`config.mk`:
```
export PLATFORM = sky130hd
export DESIGN_NAME = sclk_reset_detect
export DESIGN_NICKNAME = d
export VERILOG_FILES = /design/src/rtl/rdet_pkg.sv /design/src/rtl/rdet_sync.sv /design/src/rtl/rdet_runlen.sv /design/src/rtl/rdet_seq.sv /design/src/rtl/sclk_reset_detect.sv
export SDC_FILE = /design/constraint.sdc
export NUM_CORES = 1
export LEC_CHECK = 0
export BUFFER_PORTS_ARGS = -buffer_cell sky130_fd_sc_hd__buf_2
export CAP_MARGIN = 20
export CORE_MARGIN = 2
export CORE_UTILIZATION = 37
export DETAILED_ROUTE_END_ITERATION = 7
export GPL_TIMING_DRIVEN = 0
export REMOVE_ABC_BUFFERS = 1
export SLEW_MARGIN = 20
export SYNTH_ARGS = -nofsm -noshare
export SYNTH_HDL_FRONTEND = slang
export SYNTH_SLANG_ARGS = --single-unit
```
`constraint.sdc`:
```
create_clock -name clk -period 2.2 [get_ports clk]
set_input_delay 0 -clock clk [delete_from_list [all_inputs] [get_ports clk]]
set_output_delay 0 -clock clk [all_outputs]
set_load 0.02 [all_outputs]
```
`src/rtl/rdet_pkg.sv`:
```
package rdet_pkg;

   // Progress through the three-pulse pattern
   typedef enum logic [1:0] {
      PH_HUNT = 2'd0,
      PH_ONE  = 2'd1,
      PH_TWO  = 2'd2
   } phase_t;

endpackage

```
`src/rtl/rdet_sync.sv`:
```
module rdet_sync #(
   parameter int STAGES = 2
) (
   input  logic clk,
   input  logic rst_n,
   input  logic d_async,
   output logic q_sync
);

   generate
      if (STAGES < 1) begin : g_bad_stages
         $error("rdet_sync: STAGES must be at least 1");
      end

      if (STAGES == 1) begin : g_single
         logic ff;
         always_ff @(posedge clk or negedge rst_n) begin
            if (!rst_n) ff <= 1'b0;
            else        ff <= d_async;
         end
         assign q_sync = ff;
      end else begin : g_chain
         logic [STAGES-1:0] sh;
         always_ff @(posedge clk or negedge rst_n) begin
            if (!rst_n) sh <= '0;
            else        sh <= {sh[STAGES-2:0], d_async};
         end
         assign q_sync = sh[STAGES-1];
      end
   endgenerate

endmodule

```
`src/rtl/rdet_runlen.sv`:
```
module rdet_runlen #(
   parameter int CNT_W = 12
) (
   input  logic             clk,
   input  logic             rst_n,
   input  logic             line_s,
   output logic             fall_evt,
   output logic             rise_evt,
   output logic [CNT_W-1:0] run_len
);

   localparam logic [CNT_W-1:0] CNT_MAX = {CNT_W{1'b1}};
   localparam logic [CNT_W-1:0] CNT_ONE = CNT_W'(1);

   logic line_q;

   // run_len = cycles the level in line_q has been held so far
   always_ff @(posedge clk or negedge rst_n) begin
      if (!rst_n) begin
         line_q  <= 1'b0;
         run_len <= '0;
      end else begin
         line_q <= line_s;
         if (line_s != line_q)      run_len <= CNT_ONE;
         else if (run_len != CNT_MAX) run_len <= run_len + 1'b1;
      end
   end

   assign fall_evt = line_q & ~line_s;
   assign rise_evt = ~line_q & line_s;

endmodule

```
`src/rtl/rdet_seq.sv`:
```
module rdet_seq
   import rdet_pkg::*;
#(
   parameter int CNT_W       = 12,
   parameter int HI1_ABOVE   = 512,
   parameter int HI1_BELOW   = 800,
   parameter int GAP_ABOVE   = 10,
   parameter int HI2_ABOVE   = 1024,
   parameter int HI2_BELOW   = 1800,
   parameter int HI3_ATLEAST = 2048,
   parameter int HI3_BELOW   = 2400
) (
   input  logic             clk,
   input  logic             rst_n,
   input  logic             fall_evt,
   input  logic             rise_evt,
   input  logic [CNT_W-1:0] run_len,
   output phase_t           phase,
   output logic             fire
);

   localparam logic [CNT_W-1:0] L1_LO = CNT_W'(HI1_ABOVE);
   localparam logic [CNT_W-1:0] L1_HI = CNT_W'(HI1_BELOW);
   localparam logic [CNT_W-1:0] LG_LO = CNT_W'(GAP_ABOVE);
   localparam logic [CNT_W-1:0] L2_LO = CNT_W'(HI2_ABOVE);
   localparam logic [CNT_W-1:0] L2_HI = CNT_W'(HI2_BELOW);
   localparam logic [CNT_W-1:0] L3_LO = CNT_W'(HI3_ATLEAST);
   localparam logic [CNT_W-1:0] L3_HI = CNT_W'(HI3_BELOW);

   logic   in_w1, in_w2, in_w3, gap_ok;
   phase_t phase_nxt;
   logic   fire_nxt;

   assign in_w1  = (run_len >  L1_LO) && (run_len < L1_HI);
   assign in_w2  = (run_len >  L2_LO) && (run_len < L2_HI);
   assign in_w3  = (run_len >= L3_LO) && (run_len < L3_HI);
   assign gap_ok = (run_len >  LG_LO);

   always_comb begin
      phase_nxt = phase;
      fire_nxt  = 1'b0;
      if (fall_evt) begin
         if (phase == PH_TWO && in_w3) begin
            fire_nxt  = 1'b1;
            phase_nxt = PH_HUNT;
         end else if (phase == PH_ONE && in_w2) begin
            phase_nxt = PH_TWO;
         end else if (in_w1) begin
            phase_nxt = PH_ONE;
         end else begin
            phase_nxt = PH_HUNT;
         end
      end else if (rise_evt && phase != PH_HUNT && !gap_ok) begin
         phase_nxt = PH_HUNT;
      end
   end

   always_ff @(posedge clk or negedge rst_n) begin
      if (!rst_n) begin
         phase <= PH_HUNT;
         fire  <= 1'b0;
      end else begin
         phase <= phase_nxt;
         fire  <= fire_nxt;
      end
   end

endmodule

```
`src/rtl/sclk_reset_detect.sv`:
```
module sclk_reset_detect
   import rdet_pkg::*;
#(
   parameter int SYNC_STAGES = 2,
   parameter int HI1_ABOVE   = 512,
   parameter int HI1_BELOW   = 800,
   parameter int GAP_ABOVE   = 10,
   parameter int HI2_ABOVE   = 1024,
   parameter int HI2_BELOW   = 1800,
   parameter int HI3_ATLEAST = 2048,
   parameter int HI3_BELOW   = 2400
) (
   input  logic clk,
   input  logic rst_n,
   input  logic serial_clk,
   output logic reset_pulse
);

   // one spare code above the last limit so that saturation matches no window
   localparam int CNT_W = $clog2(HI3_BELOW + 1);

   generate
      if (HI1_BELOW <= HI1_ABOVE + 1) begin : g_bad_w1
         $error("first window is empty");
      end
      if (HI2_BELOW <= HI2_ABOVE + 1) begin : g_bad_w2
         $error("second window is empty");
      end
      if (HI3_BELOW <= HI3_ATLEAST) begin : g_bad_w3
         $error("third window is empty");
      end
      if (HI1_BELOW > HI2_ABOVE + 1 || HI2_BELOW > HI3_ATLEAST) begin : g_bad_order
         $error("windows must be disjoint and ascending");
      end
      if (GAP_ABOVE < 1 || GAP_ABOVE >= HI3_BELOW) begin : g_bad_gap
         $error("gap limit out of range");
      end
   endgenerate

   logic             line_s;
   logic             fall_evt;
   logic             rise_evt;
   logic [CNT_W-1:0] run_len;
   phase_t           phase;

   rdet_sync #(.STAGES(SYNC_STAGES)) u_sync (
      .clk     (clk),
      .rst_n   (rst_n),
      .d_async (serial_clk),
      .q_sync  (line_s)
   );

   rdet_runlen #(.CNT_W(CNT_W)) u_runlen (
      .clk      (clk),
      .rst_n    (rst_n),
      .line_s   (line_s),
      .fall_evt (fall_evt),
      .rise_evt (rise_evt),
      .run_len  (run_len)
   );

   rdet_seq #(
      .CNT_W       (CNT_W),
      .HI1_ABOVE   (HI1_ABOVE),
      .HI1_BELOW   (HI1_BELOW),
      .GAP_ABOVE   (GAP_ABOVE),
      .HI2_ABOVE   (HI2_ABOVE),
      .HI2_BELOW   (HI2_BELOW),
      .HI3_ATLEAST (HI3_ATLEAST),
      .HI3_BELOW   (HI3_BELOW)
   ) u_seq (
      .clk      (clk),
      .rst_n    (rst_n),
      .fall_evt (fall_evt),
      .rise_evt (rise_evt),
      .run_len  (run_len),
      .phase    (phase),
      .fire     (reset_pulse)
   );

endmodule

```
==> impl_metrics.csv <==
group,metric,value,unit
timing,hold_viol,0,
finish,nets,112,
detailed_routing,routed_wirelength,1.99,mm
detailed_routing,drtAntennaViolNets,0,
critical_path,crit_path_end_kind,"flop",
floorplan,ioPinCount,4,
clock_tree,cts_root_buf,"clkbuf_4",
synthesis,syn-cell-area,1040,sq um
placed_design,place_congestion,0.780,
synthesis,synthCells,101,
synthesis,synthFlopType,"dfrtp_1",
timing,rsz0062_at_grt,"no",
grt,first_global_vias,780,
detailed_routing,drt_first_iter_violations,32,
synthesis,yosysSeqAreaShare,43.4,%
synthesis,ys_types,38,
timing,postLayoutSetupSlackWorst,0.239,ns
timing,drv_slew,0,
floorplan,core-area,2710,sq um
synthesis,avgSynthCellArea,10.3,sq um
clock_tree,cts_tree,"yes",
grt,grt_max_degree,19,
clock_tree,h-tree-depth,1,
detailed_routing,routed_via_density,5.90,
clock_tree,worstSkewPairLatency,0.29,ns
timing,slew_headroom,69.9,%
detailed_routing,vias,796,
placed_design,portBuffers,3,
synthesis,yosysWarnings,0,
timing,setup_viol,0,
pwr,pwr_density_cell,605,nW/um^2
placed_design,dpl.hpwl,1.43,mm
critical_path,worstPathMaxFanout,8,
pwr,leakage,0.000517,uW
timing,skew,0.00527,ns
synthesis,netlist.area_leader.share,43.4,%
critical_path,start_kind,"flop",
floorplan,fp.dieH,56.9,microns
outcome,status,"completed",
grt,grt_pass1_wl,3.58,mm
pwr,peakVddDrop,0.000399,V
placed_design,pre_cts_slack,0.266,ns
placed_design,dp.cells,129,
critical_path,crit_type,"flop to flop",
clock_tree,numCtsBuffers,3,
hold_path,hp-class,"primary input to async pin",
finish,areaGrowthSynthToFinish,4.95,%
clock_tree,cts_sinks,18,
critical_path,worst_ep_required_time,2.42,ns
timing,post-route-period-util,89.2,%
floorplan,start_util,38.3,%
floorplan,die_width,56.9,microns
grt,groute.usage.overall,14.0,%
grt,antenna_found_initial,0,
floorplan,dieArea,3240,sq um
timing,period_minus_slack,1.96,ns
detailed_routing,dr.pass1.iters,4,
clock_tree,clk_pin_slew_worst_paths,0.11,ns
finish,drive_above_1_share,11.5,%
grt,grt_overflow,0,
finish,fin_cells,135,
synthesis,ys_ff_latch,18,
detailed_routing,drc_errors,0,
clock_tree,clockBufferDepth,2,
clock_tree,cts_setup_buffers,0,
clock_tree,cts-resized-gates,0,
critical_path,arrival,2.19,ns
detailed_routing,wire_per_inst,14.7,microns
synthesis,async_flop_share,100,%
finish,antenna_cells,0,
run,drv_cap,0,
synthesis,synth_area_leaders,"dfrtp_1, ha_1, mux2i_1, nand2_1, a41o_1",
timing,worst_pin_slew,0.447,ns
floorplan,num_rows,19,
synthesis,synth_area_leader_cell,"dfrtp_1",
timing,fmax,0.510,GHz
timing,final.setup.tns,0,ns
synthesis,synth-edff-count,0,
==> layout make-up <==
class / instances / area (sq um)
Multi-Input combinational cell: 71 / 505
Fill cell: 284 / 1620
Inverter: 6 / 22.5
Timing Repair Buffer: 5 / 35.0
Clock buffer: 4 / 36.3
Sequential cell: 18 / 450
Tap cell: 31 / 38.8
==> worst max-delay path, stage by stage (launching register included) <==
cell and delay [ns]:
dfrtp_1 0.50, ha_1 0.32, inv_1 0.11, or4_4 0.62, nand4_1 0.14, mux2i_1 0.19
==> what timing repair did <==
action | CTS | global route
endpoints found under the setup margin | 0 | 0
hold buffers | 2 | 0
hold endpoints to repair | 19 | 0
==> state kept, by name, indices dropped and copies added, names as in the netlist <==
register           cells
u_seq.fire             1
u_runlen.line_q        1
u_runlen.run_len      12
u_sync.g_chain.sh      2
u_seq.phase            2
==> cells in the final DEF (no fill, tap or decap), drive strengths merged, types with 2 or more instances in the layout <==
| master | netlist | layout |
|---|---|---|
| nand2b | 3 | 3 |
| nor3 | 3 | 3 |
| ha | 4 | 4 |
| a41o | 3 | 3 |
| dlygate4sd3 | 0 | 2 |
| a31oi | 4 | 4 |
| or3 | 2 | 2 |
| a211oi | 2 | 2 |
| nand4 | 4 | 4 |
| nor4b | 2 | 2 |
| clkbuf | 3 | 4 |
| o21ai | 5 | 5 |
| nor2 | 4 | 4 |
| buf | 3 | 3 |
| nand3 | 4 | 4 |
| mux2i | 5 | 5 |
| and3 | 2 | 2 |
| nand2 | 10 | 10 |
| nand4b | 2 | 2 |
| dfrtp | 18 | 18 |
| inv | 6 | 6 |
==> stage by stage <==
step	area, sq um	hold slack (ns)	total power [uW]	utilization (%)
6_report	1090	0.155	659	40.2
3_3_place_gp	1030	-0.0456	455	38.1
4_1_cts	1090	0.161	667	40.2
5_1_grt	1090	0.162	701	40.2
3_5_place_dp	1030	-0.0452	458	38.1
2_1_floorplan	978	-0.296	429	-
==> layer usage <==
| metal | part of all wire, % | vias up | track usage [%] |
|---|---|---|---|
| met4 | 1.7 | 0 | 3.99 |
| met5 | 0 | - | 0 |
| li1 | - | 383 | - |
| met1 | 48 | 393 | 19.2 |
| met3 | 4.7 | 4 | 4.08 |
| met2 | 46 | 16 | 21.5 |
==> synthesized netlist by cell type, types with 2 or more instances <==
cell type and instances:
nand3_1 3, nor3_1 3, nor4b_1 2, a31oi_1 4
nand4b_1 2, mux2i_1 5, nand2_1 10, dfrtp_1 18
a41o_1 3, nand2b_1 3, nand4_1 4, o21ai_0 5
buf_6 2, clkbuf_8 2, inv_1 6, nor2_1 4
ha_1 4
==> path summary, 6_finish.rpt <==
kind                                           start                   end  slack [ns]  cells after the start
worst max register to register   u_runlen.run_len[0]   u_runlen.run_len[5]        0.24                      5
worst min register to register  u_sync.g_chain.sh[0]  u_sync.g_chain.sh[1]        0.37                      0
worst max-delay path             u_runlen.run_len[0]   u_runlen.run_len[5]        0.24                      5
min in group clk                          serial_clk  u_sync.g_chain.sh[0]        0.35                      2
max in group asynchronous                      rst_n            u_seq.fire        1.75                      2
worst min-delay path                           rst_n  u_sync.g_chain.sh[0]        0.15                      2
==> cells by family (layout without fill, tap and decap cells) <==
| group | count (synthesis) | count (layout) | share of synthesized area, % |
|---|---|---|---|
| and+or+nand+nor | 41 | 41 | 23.2 |
| AOI/OAI and AO/OA | 20 | 20 | 15.1 |
| DFF | 18 | 18 | 43.4 |
| buffers and inverters | 12 | 15 | 7.84 |
| muxes | 5 | 5 | 4.83 |
| adders and majority gates | 4 | 4 | 4.83 |
| xor gates and xnor gates | 1 | 1 | 0.845 |
==> where the power goes <==
group          internal, uW  switching, uW
sequential              346           27.4
combinational          33.1           48.0
clock                   101            104
total                   479            179
No activity file was read; power rests on OpenSTA's default activity.
